`src/rtl/bstg_pkg.sv`:
```
package bstg_pkg;
    typedef enum logic [1:0] {
        ST_IDLE = 2'd0,
        ST_WAIT = 2'd1,
        ST_STEP = 2'd2
    } seq_state_e;
endpackage

```
`src/rtl/bstg_cfg_regs.sv`:
```
module bstg_cfg_regs #(
    parameter int STEP_W = 4,
    parameter int OFS_W  = 7
) (
    input  logic              clk,
    input  logic              rst_n,
    input  logic              cfg_we,
    input  logic              cfg_sel,
    input  logic [OFS_W-1:0]  cfg_wdata,
    output logic [OFS_W-1:0]  sh_start,
    output logic [STEP_W-1:0] sh_step
);
    always_ff @(posedge clk or negedge rst_n) begin
        if (!rst_n) begin
            sh_start <= '0;
            sh_step  <= '0;
        end else if (cfg_we) begin
            if (cfg_sel) sh_step  <= cfg_wdata[STEP_W-1:0];
            else         sh_start <= cfg_wdata;
        end
    end


    shadow_hold_chk: assert property (@(posedge clk) disable iff (!rst_n)
        !cfg_we |=> ($stable(sh_start) && $stable(sh_step)));
endmodule

```
`src/rtl/bstg_seq_fsm.sv`:
```
module bstg_seq_fsm
    import bstg_pkg::*;
#(
    parameter int NUM_BANKS = 8,
    parameter int STEP_W    = 4,
    parameter int OFS_W     = 7,
    parameter int IDX_W     = 3
) (
    input  logic                 clk,
    input  logic                 rst_n,
    input  logic                 line_strobe,
    input  logic [OFS_W-1:0]     sh_start,
    input  logic [STEP_W-1:0]    sh_step,
    output logic [NUM_BANKS-1:0] fire
);
    localparam logic [IDX_W-1:0] LAST_IDX = IDX_W'(NUM_BANKS - 1);

    seq_state_e        st_q, st_n;
    logic [OFS_W-1:0]  cnt_q, cnt_n;
    logic [IDX_W-1:0]  idx_q, idx_n;
    logic [STEP_W-1:0] step_q, step_n;

    logic              do_launch;
    logic [IDX_W-1:0]  l_idx;
    logic [STEP_W-1:0] l_step;

    // state register process
    always_ff @(posedge clk or negedge rst_n) begin
        if (!rst_n) begin
            st_q   <= ST_IDLE;
            cnt_q  <= '0;
            idx_q  <= '0;
            step_q <= '0;
        end else begin
            st_q   <= st_n;
            cnt_q  <= cnt_n;
            idx_q  <= idx_n;
            step_q <= step_n;
        end
    end

    // next-state and fire decision
    always_comb begin
        st_n      = st_q;
        cnt_n     = cnt_q;
        idx_n     = idx_q;
        step_n    = step_q;
        fire      = '0;
        do_launch = 1'b0;
        l_idx     = idx_q;
        l_step    = step_q;

        if (line_strobe) begin
            if (st_q != ST_IDLE) begin
                for (int b = 0; b < NUM_BANKS; b++) begin
                    if (IDX_W'(b) >= idx_q) fire[b] = 1'b1;
                end
            end
            step_n = sh_step;
            if (sh_start == '0) begin
                do_launch = 1'b1;
                l_idx     = '0;
                l_step    = sh_step;
            end else begin
                st_n  = ST_WAIT;
                cnt_n = sh_start - OFS_W'(1);
                idx_n = '0;
            end
        end else begin
            unique case (st_q)
                ST_IDLE: ;
                ST_WAIT: begin
                    if (cnt_q == '0) begin
                        do_launch = 1'b1;
                        l_idx     = '0;
                    end else begin
                        cnt_n = cnt_q - OFS_W'(1);
                    end
                end
                ST_STEP: begin
                    if (cnt_q == '0) do_launch = 1'b1;
                    else             cnt_n = cnt_q - OFS_W'(1);
                end
                default: st_n = ST_IDLE;
            endcase
        end

        if (do_launch) begin
            if (l_step == '0) begin
                for (int b = 0; b < NUM_BANKS; b++) begin
                    if (IDX_W'(b) >= l_idx) fire[b] = 1'b1;
                end
                st_n  = ST_IDLE;
                idx_n = l_idx;
            end else begin
                fire[l_idx] = 1'b1;
                if (l_idx == LAST_IDX) begin
                    st_n  = ST_IDLE;
                    idx_n = l_idx;
                end else begin
                    st_n  = ST_STEP;
                    idx_n = l_idx + IDX_W'(1);
                    cnt_n = OFS_W'(l_step) - OFS_W'(1);
                end
            end
        end
    end


    bank_order_chk: assert property (@(posedge clk) disable iff (!rst_n)
        (st_q == ST_STEP && !line_strobe) |=> (idx_q >= $past(idx_q)));


    idle_quiet_chk: assert property (@(posedge clk) disable iff (!rst_n)
        (st_q == ST_IDLE && !line_strobe) |-> (fire == '0));


    single_bank_chk: assert property (@(posedge clk) disable iff (!rst_n)
        (!line_strobe && step_q != '0) |-> ($countones(fire) <= 1));
endmodule

```
`src/rtl/bstg_out_stage.sv`:
```
module bstg_out_stage #(
    parameter int NUM_BANKS = 8
) (
    input  logic                 clk,
    input  logic                 rst_n,
    input  logic [NUM_BANKS-1:0] fire,
    output logic [NUM_BANKS-1:0] bank_le,
    output logic                 seq_done
);
    // output process: one flop per bank
    for (genvar g = 0; g < NUM_BANKS; g++) begin : g_le
        always_ff @(posedge clk or negedge rst_n) begin
            if (!rst_n) bank_le[g] <= 1'b0;
            else        bank_le[g] <= fire[g];
        end
    end

    always_ff @(posedge clk or negedge rst_n) begin
        if (!rst_n) seq_done <= 1'b0;
        else        seq_done <= bank_le[NUM_BANKS-1];
    end


    always @(posedge clk) begin
        if (!rst_n) begin
            rst_quiet_chk: assert (bank_le == '0 && !seq_done);
        end
    end


    done_single_chk: assert property (@(posedge clk) disable iff (!rst_n)
        (seq_done && !bank_le[NUM_BANKS-1]) |=> !seq_done);
endmodule

```
`src/rtl/bank_stagger_ctrl.sv`:
```
module bank_stagger_ctrl #(
    parameter int NUM_BANKS = 8,
    parameter int STEP_W    = 4,
    localparam int IDX_W    = $clog2(NUM_BANKS),
    localparam int OFS_W    = STEP_W + IDX_W
) (
    input  logic                 clk,
    input  logic                 rst_n,
    input  logic                 line_strobe,
    input  logic                 cfg_we,
    input  logic                 cfg_sel,
    input  logic [OFS_W-1:0]     cfg_wdata,
    output logic [NUM_BANKS-1:0] bank_le,
    output logic                 seq_done
);
    logic [OFS_W-1:0]     sh_start;
    logic [STEP_W-1:0]    sh_step;
    logic [NUM_BANKS-1:0] fire;

    bstg_cfg_regs #(.STEP_W(STEP_W), .OFS_W(OFS_W)) cfg_i (
        .clk(clk), .rst_n(rst_n), .cfg_we(cfg_we), .cfg_sel(cfg_sel),
        .cfg_wdata(cfg_wdata), .sh_start(sh_start), .sh_step(sh_step)
    );

    bstg_seq_fsm #(.NUM_BANKS(NUM_BANKS), .STEP_W(STEP_W), .OFS_W(OFS_W),
                   .IDX_W(IDX_W)) fsm_i (
        .clk(clk), .rst_n(rst_n), .line_strobe(line_strobe),
        .sh_start(sh_start), .sh_step(sh_step), .fire(fire)
    );

    bstg_out_stage #(.NUM_BANKS(NUM_BANKS)) out_i (
        .clk(clk), .rst_n(rst_n), .fire(fire),
        .bank_le(bank_le), .seq_done(seq_done)
    );
endmodule

```
`config.mk`:
```
export PLATFORM = sky130hd
export DESIGN_NAME = bank_stagger_ctrl
export DESIGN_NICKNAME = d
export VERILOG_FILES = /design/src/rtl/bstg_pkg.sv /design/src/rtl/bstg_cfg_regs.sv /design/src/rtl/bstg_seq_fsm.sv /design/src/rtl/bstg_out_stage.sv /design/src/rtl/bank_stagger_ctrl.sv
export SDC_FILE = /design/constraint.sdc
export NUM_CORES = 1
export LEC_CHECK = 0
export ABC_AREA = 1
export BUFFER_PORTS_ARGS = -buffer_cell sky130_fd_sc_hd__buf_2
export CAP_MARGIN = 20
export CORE_ASPECT_RATIO = 0.9
export CORE_MARGIN = 3
export CORE_UTILIZATION = 59
export DETAILED_ROUTE_END_ITERATION = 6
export PLACE_DENSITY = 0.79
export SYNTH_ARGS = -nofsm -noshare
export SYNTH_HDL_FRONTEND = slang
export SYNTH_SLANG_ARGS = --single-unit
```
`constraint.sdc`:
```
create_clock -name clk -period 3.6 [get_ports clk]
set_clock_uncertainty 0.2 [all_clocks]
set_input_delay 0.36 -clock clk [delete_from_list [all_inputs] [get_ports clk]]
set_output_delay 0.36 -clock clk [all_outputs]
set_load 0.1 [all_outputs]
```
==> run metrics <==
Vias/cell 5.31; WL final 4950 um; vias in the first global route 1,810; 1st-pass router iterations 4; Tot Pwr 1310 uW; Crit path max-delay family simple AND/OR/NAND/NOR gates; Post-synth EDFFs 0; Synth Warn # 0; CP max stage delay 400 ps; HPWL Detailed 3650 um; die height 65.5 um; nets 346; GR Overflow Total 0; CP Launch Point cfg_i.sh_start[0]$_DFFE_PN0P_; Worst Hold Launch cfg_wdata[5]; width of the die 72.2 um; Sw Share 40.3%; Post-Syn Nets 322; Top FF cell, synth dfrtp_1; GPL Wtd Cong 0.916; row count 20; first-pass GRT wire length 8340 um; CTS Buf Count 5; Setup Total Neg Slack 0 ps; dpl cells 360; Worst Setup Start Kind register; Achievable Freq 0.396 GHz; Layout Cells excl Fill 368; unrepaired setup endpoints after global routing no; Leak 0.00137 uW; Yosys top cell by area dfrtp_1; WL per Instance 13.4 um; Clock Power Share 24.2%; fillcell total 311; maxcap violations 0; sequential-to-total area share from yosys stat 38.8%; critical path peak fanout 15; number of routed nets with antenna violations 0; initial antenna violation count 0; Worst setup EP type register; Post-synth ARST share 100%; reg2reg start cfg_i.sh_start[0]$_DFFE_PN0P_; maximum vdd drop 0.000366 V; final period utilization 70.2%; CP bufs+invs 4; Post-Syn Instances 300; root buffer cell clkbuf_8; Final Cell Area 0.00255 sq mm; Comb power frac 36.2%; share of cells above drive strength 1 18.2%; final count of pins violating max slew 0; Slew @ Worst Pin 790 ps; status complete, no violations; endpoints failing hold 0; CTS tree yes; Switch Pwr 529 uW; Reg power frac 39.6%; Clock Tree Buf Depth 2; Rel. slew slack 47.3%; RR Endpoint fsm_i.cnt_q[3]$_DFF_PN0_; crit path kind reg -> reg; CP Data Required Time 3630 ps; R2R cell count 13; crit-path cells inv_1 -> ha_1 -> inv_1 -> nor2_1 -> nand4_4 -> nand3_2 -> inv_1 -> ha_1 -> nand2_4 -> nand3_4 -> nand2_1 -> inv_1 -> nor2_1; Starting Density 64.9%; GR Util All Layers 23.4%; Worst-Skew Late Latency 300 ps; initial DRC count 117; # clock sinks 36; crit path DAT 2560 ps; core area 0.00358 sq mm; synth unique cells 35; CP Depth 13; #FFs+latches synth 36; via count 1,955; Port-buffer cells 20; HP Class in -> reg; Pwr per Cell Area 514 mW/mm^2; syn_area_per_cell 7.74 sq um; area fraction of the dominant cell type after synthesis 38.8%; Synth Cell Area 0.00232 sq mm; Power Internal 784 uW; Synth area leaders dfrtp_1 (39%), nand2_1 (12%), inv_1 (6.3%), ha_1 (5.4%), o21ai_0 (5.2%); Layout area overhead 9.91%; last element of the critical path fsm_i.cnt_q[3]$_DFF_PN0_; Slowest-stage cell, CP dfrtp_1; Top-Level Pins 21; drt drc 0; H-tree depth 2; # diodes 0; cell mode on critical path inv_1; largest net degree at the start of global routing 37; setup violators final 0; clk slew on worst S/H paths 70 ps; Die Area 0.00473 sq mm; Worst R2R Setup Slack 1070 ps; min cycle time layout 2530 ps; area of placed instances 0.00245 sq mm
## cell families after synthesis
family	count (synthesis)	synth area share, %
XOR/XNOR	10	3.77
AND/OR/NAND/NOR	156	33.8
multiplexers	2	0.969
flip-flops	36	38.8
adder cells (fa/ha/maj)	10	5.39
AO/OA/AOI/OAI	36	8.40
buffers and inverters	50	8.88
## state kept, by name, indices dropped and copies added, names as in the netlist
register        count
fsm_i.idx_q         3
cfg_i.sh_step       4
out_i.bank_le       8
fsm_i.st_q          2
out_i.seq_done      1
fsm_i.cnt_q         7
fsm_i.step_q        4
cfg_i.sh_start      7
## worst min path at each step
stage / to / slack (ps) / depth (start not counted)
floorplan: cfg_i.sh_start[0]$_DFFE_PN0P_ / -140 / 0
global placement: out_i.seq_done$_DFF_PN0_ / 160 / 0
detailed placement: out_i.seq_done$_DFF_PN0_ / 150 / 0
CTS: cfg_i.sh_start[4]$_DFFE_PN0P_ / 90 / 2
global route: cfg_i.sh_start[5]$_DFFE_PN0P_ / 90 / 2
finish: cfg_i.sh_start[5]$_DFFE_PN0P_ / 90 / 2
## cell usage after synthesis (2+ instances only)
cell      number
buf_6          2
o22ai_1        2
o21ai_1        3
xnor2_1        4
nor2_4         4
nand2_4        2
inv_2          6
nand3_2        3
nor3_1         3
dfrtp_1       36
xor2_1         6
nand3_4        2
nor2_1        25
o21ai_0       24
a21oi_1        2
nand3_1       23
inv_1         39
nand4_1        5
nand2_1       76
mux2_2         2
nand3b_1       2
nand2_2        7
ha_1          10
## what timing repair did
action	in CTS	in global routing
hold buffers	1	0
endpoints found under the hold margin	36	0
buffers inserted	0	0
gates resized for setup	0	0
## cell type report
class,count,area (sq um),share of cell area (%)
Clock buffer,7,96.3,3.77
Inverter,46,175,6.86
Multi-Input combinational cell,214,1220,47.6
Sequential cell,36,901,35.3
Tap cell,44,55.1,2.16
Timing Repair Buffer,21,110,4.31
## cell usage in the layout, fill, tap and decap left out
| cell | synthesis | routed |
|---|---|---|
| inv_1 | 39 | 39 |
| nor2_8 | 1 | 1 |
| inv_4 | 1 | 1 |
| xnor2_1 | 4 | 4 |
| nand2_4 | 2 | 2 |
| a31oi_1 | 1 | 1 |
| o21ai_2 | 1 | 1 |
| nand3_1 | 23 | 23 |
| nor2_2 | 1 | 1 |
| nand2_2 | 7 | 7 |
| nor2_4 | 4 | 4 |
| nand3_2 | 3 | 3 |
| a22oi_1 | 1 | 1 |
| nand3_4 | 2 | 2 |
| buf_2 | 1 | 20 |
| o21ai_0 | 24 | 24 |
| or2_2 | 1 | 1 |
| dlygate4sd3_1 | 0 | 1 |
| nand2_1 | 76 | 76 |
| a21oi_1 | 2 | 2 |
| nand3b_1 | 2 | 2 |
| nand4_1 | 5 | 5 |
| mux2_2 | 2 | 2 |
| o22ai_1 | 2 | 2 |
| nand4_4 | 1 | 1 |
| ha_1 | 10 | 10 |
| o21a_1 | 1 | 1 |
| inv_2 | 6 | 6 |
| xor2_1 | 6 | 6 |
| clkbuf_8 | 0 | 7 |
| dfrtp_1 | 36 | 36 |
| o21ai_1 | 3 | 3 |
| o211ai_1 | 1 | 1 |
| nor3_1 | 3 | 3 |
| nor2_1 | 25 | 25 |
## routing by layer
layer | GRT usage [%] | part of all wire, % | vias to the layer above | wire (um)
met5 | 0 | 0 | - | 0
met4 | 8.22 | 1.3 | 0 | 66
met3 | 7.80 | 6.3 | 4 | 311
met2 | 33.2 | 43 | 41 | 2110
met1 | 33.2 | 50 | 910 | 2460
li1 | - | - | 1000 | -
## through the flow
| stage | hold slack (ps) | util, % | setup slack (ps) |
|---|---|---|---|
| floorplan | -136 | - | 1390 |
| global placement | 157 | 68.4 | 1220 |
| detailed placement | 154 | 68.4 | 1120 |
| CTS | 87.5 | 71.4 | 1080 |
| global route | 89.2 | 71.4 | 891 |
| finish | 88.3 | 71.4 | 1070 |
## power groups by stage
stage          combinational, uW  sequential, uW  clock [uW]
6_report                     475             520         317
5_1_grt                      533             528         338
3_3_place_gp                 460             524           0
3_5_place_dp                 469             527           0
2_1_floorplan                295             605           0
4_1_cts                      473             520         321
Power figures use the tool's default switching activity.
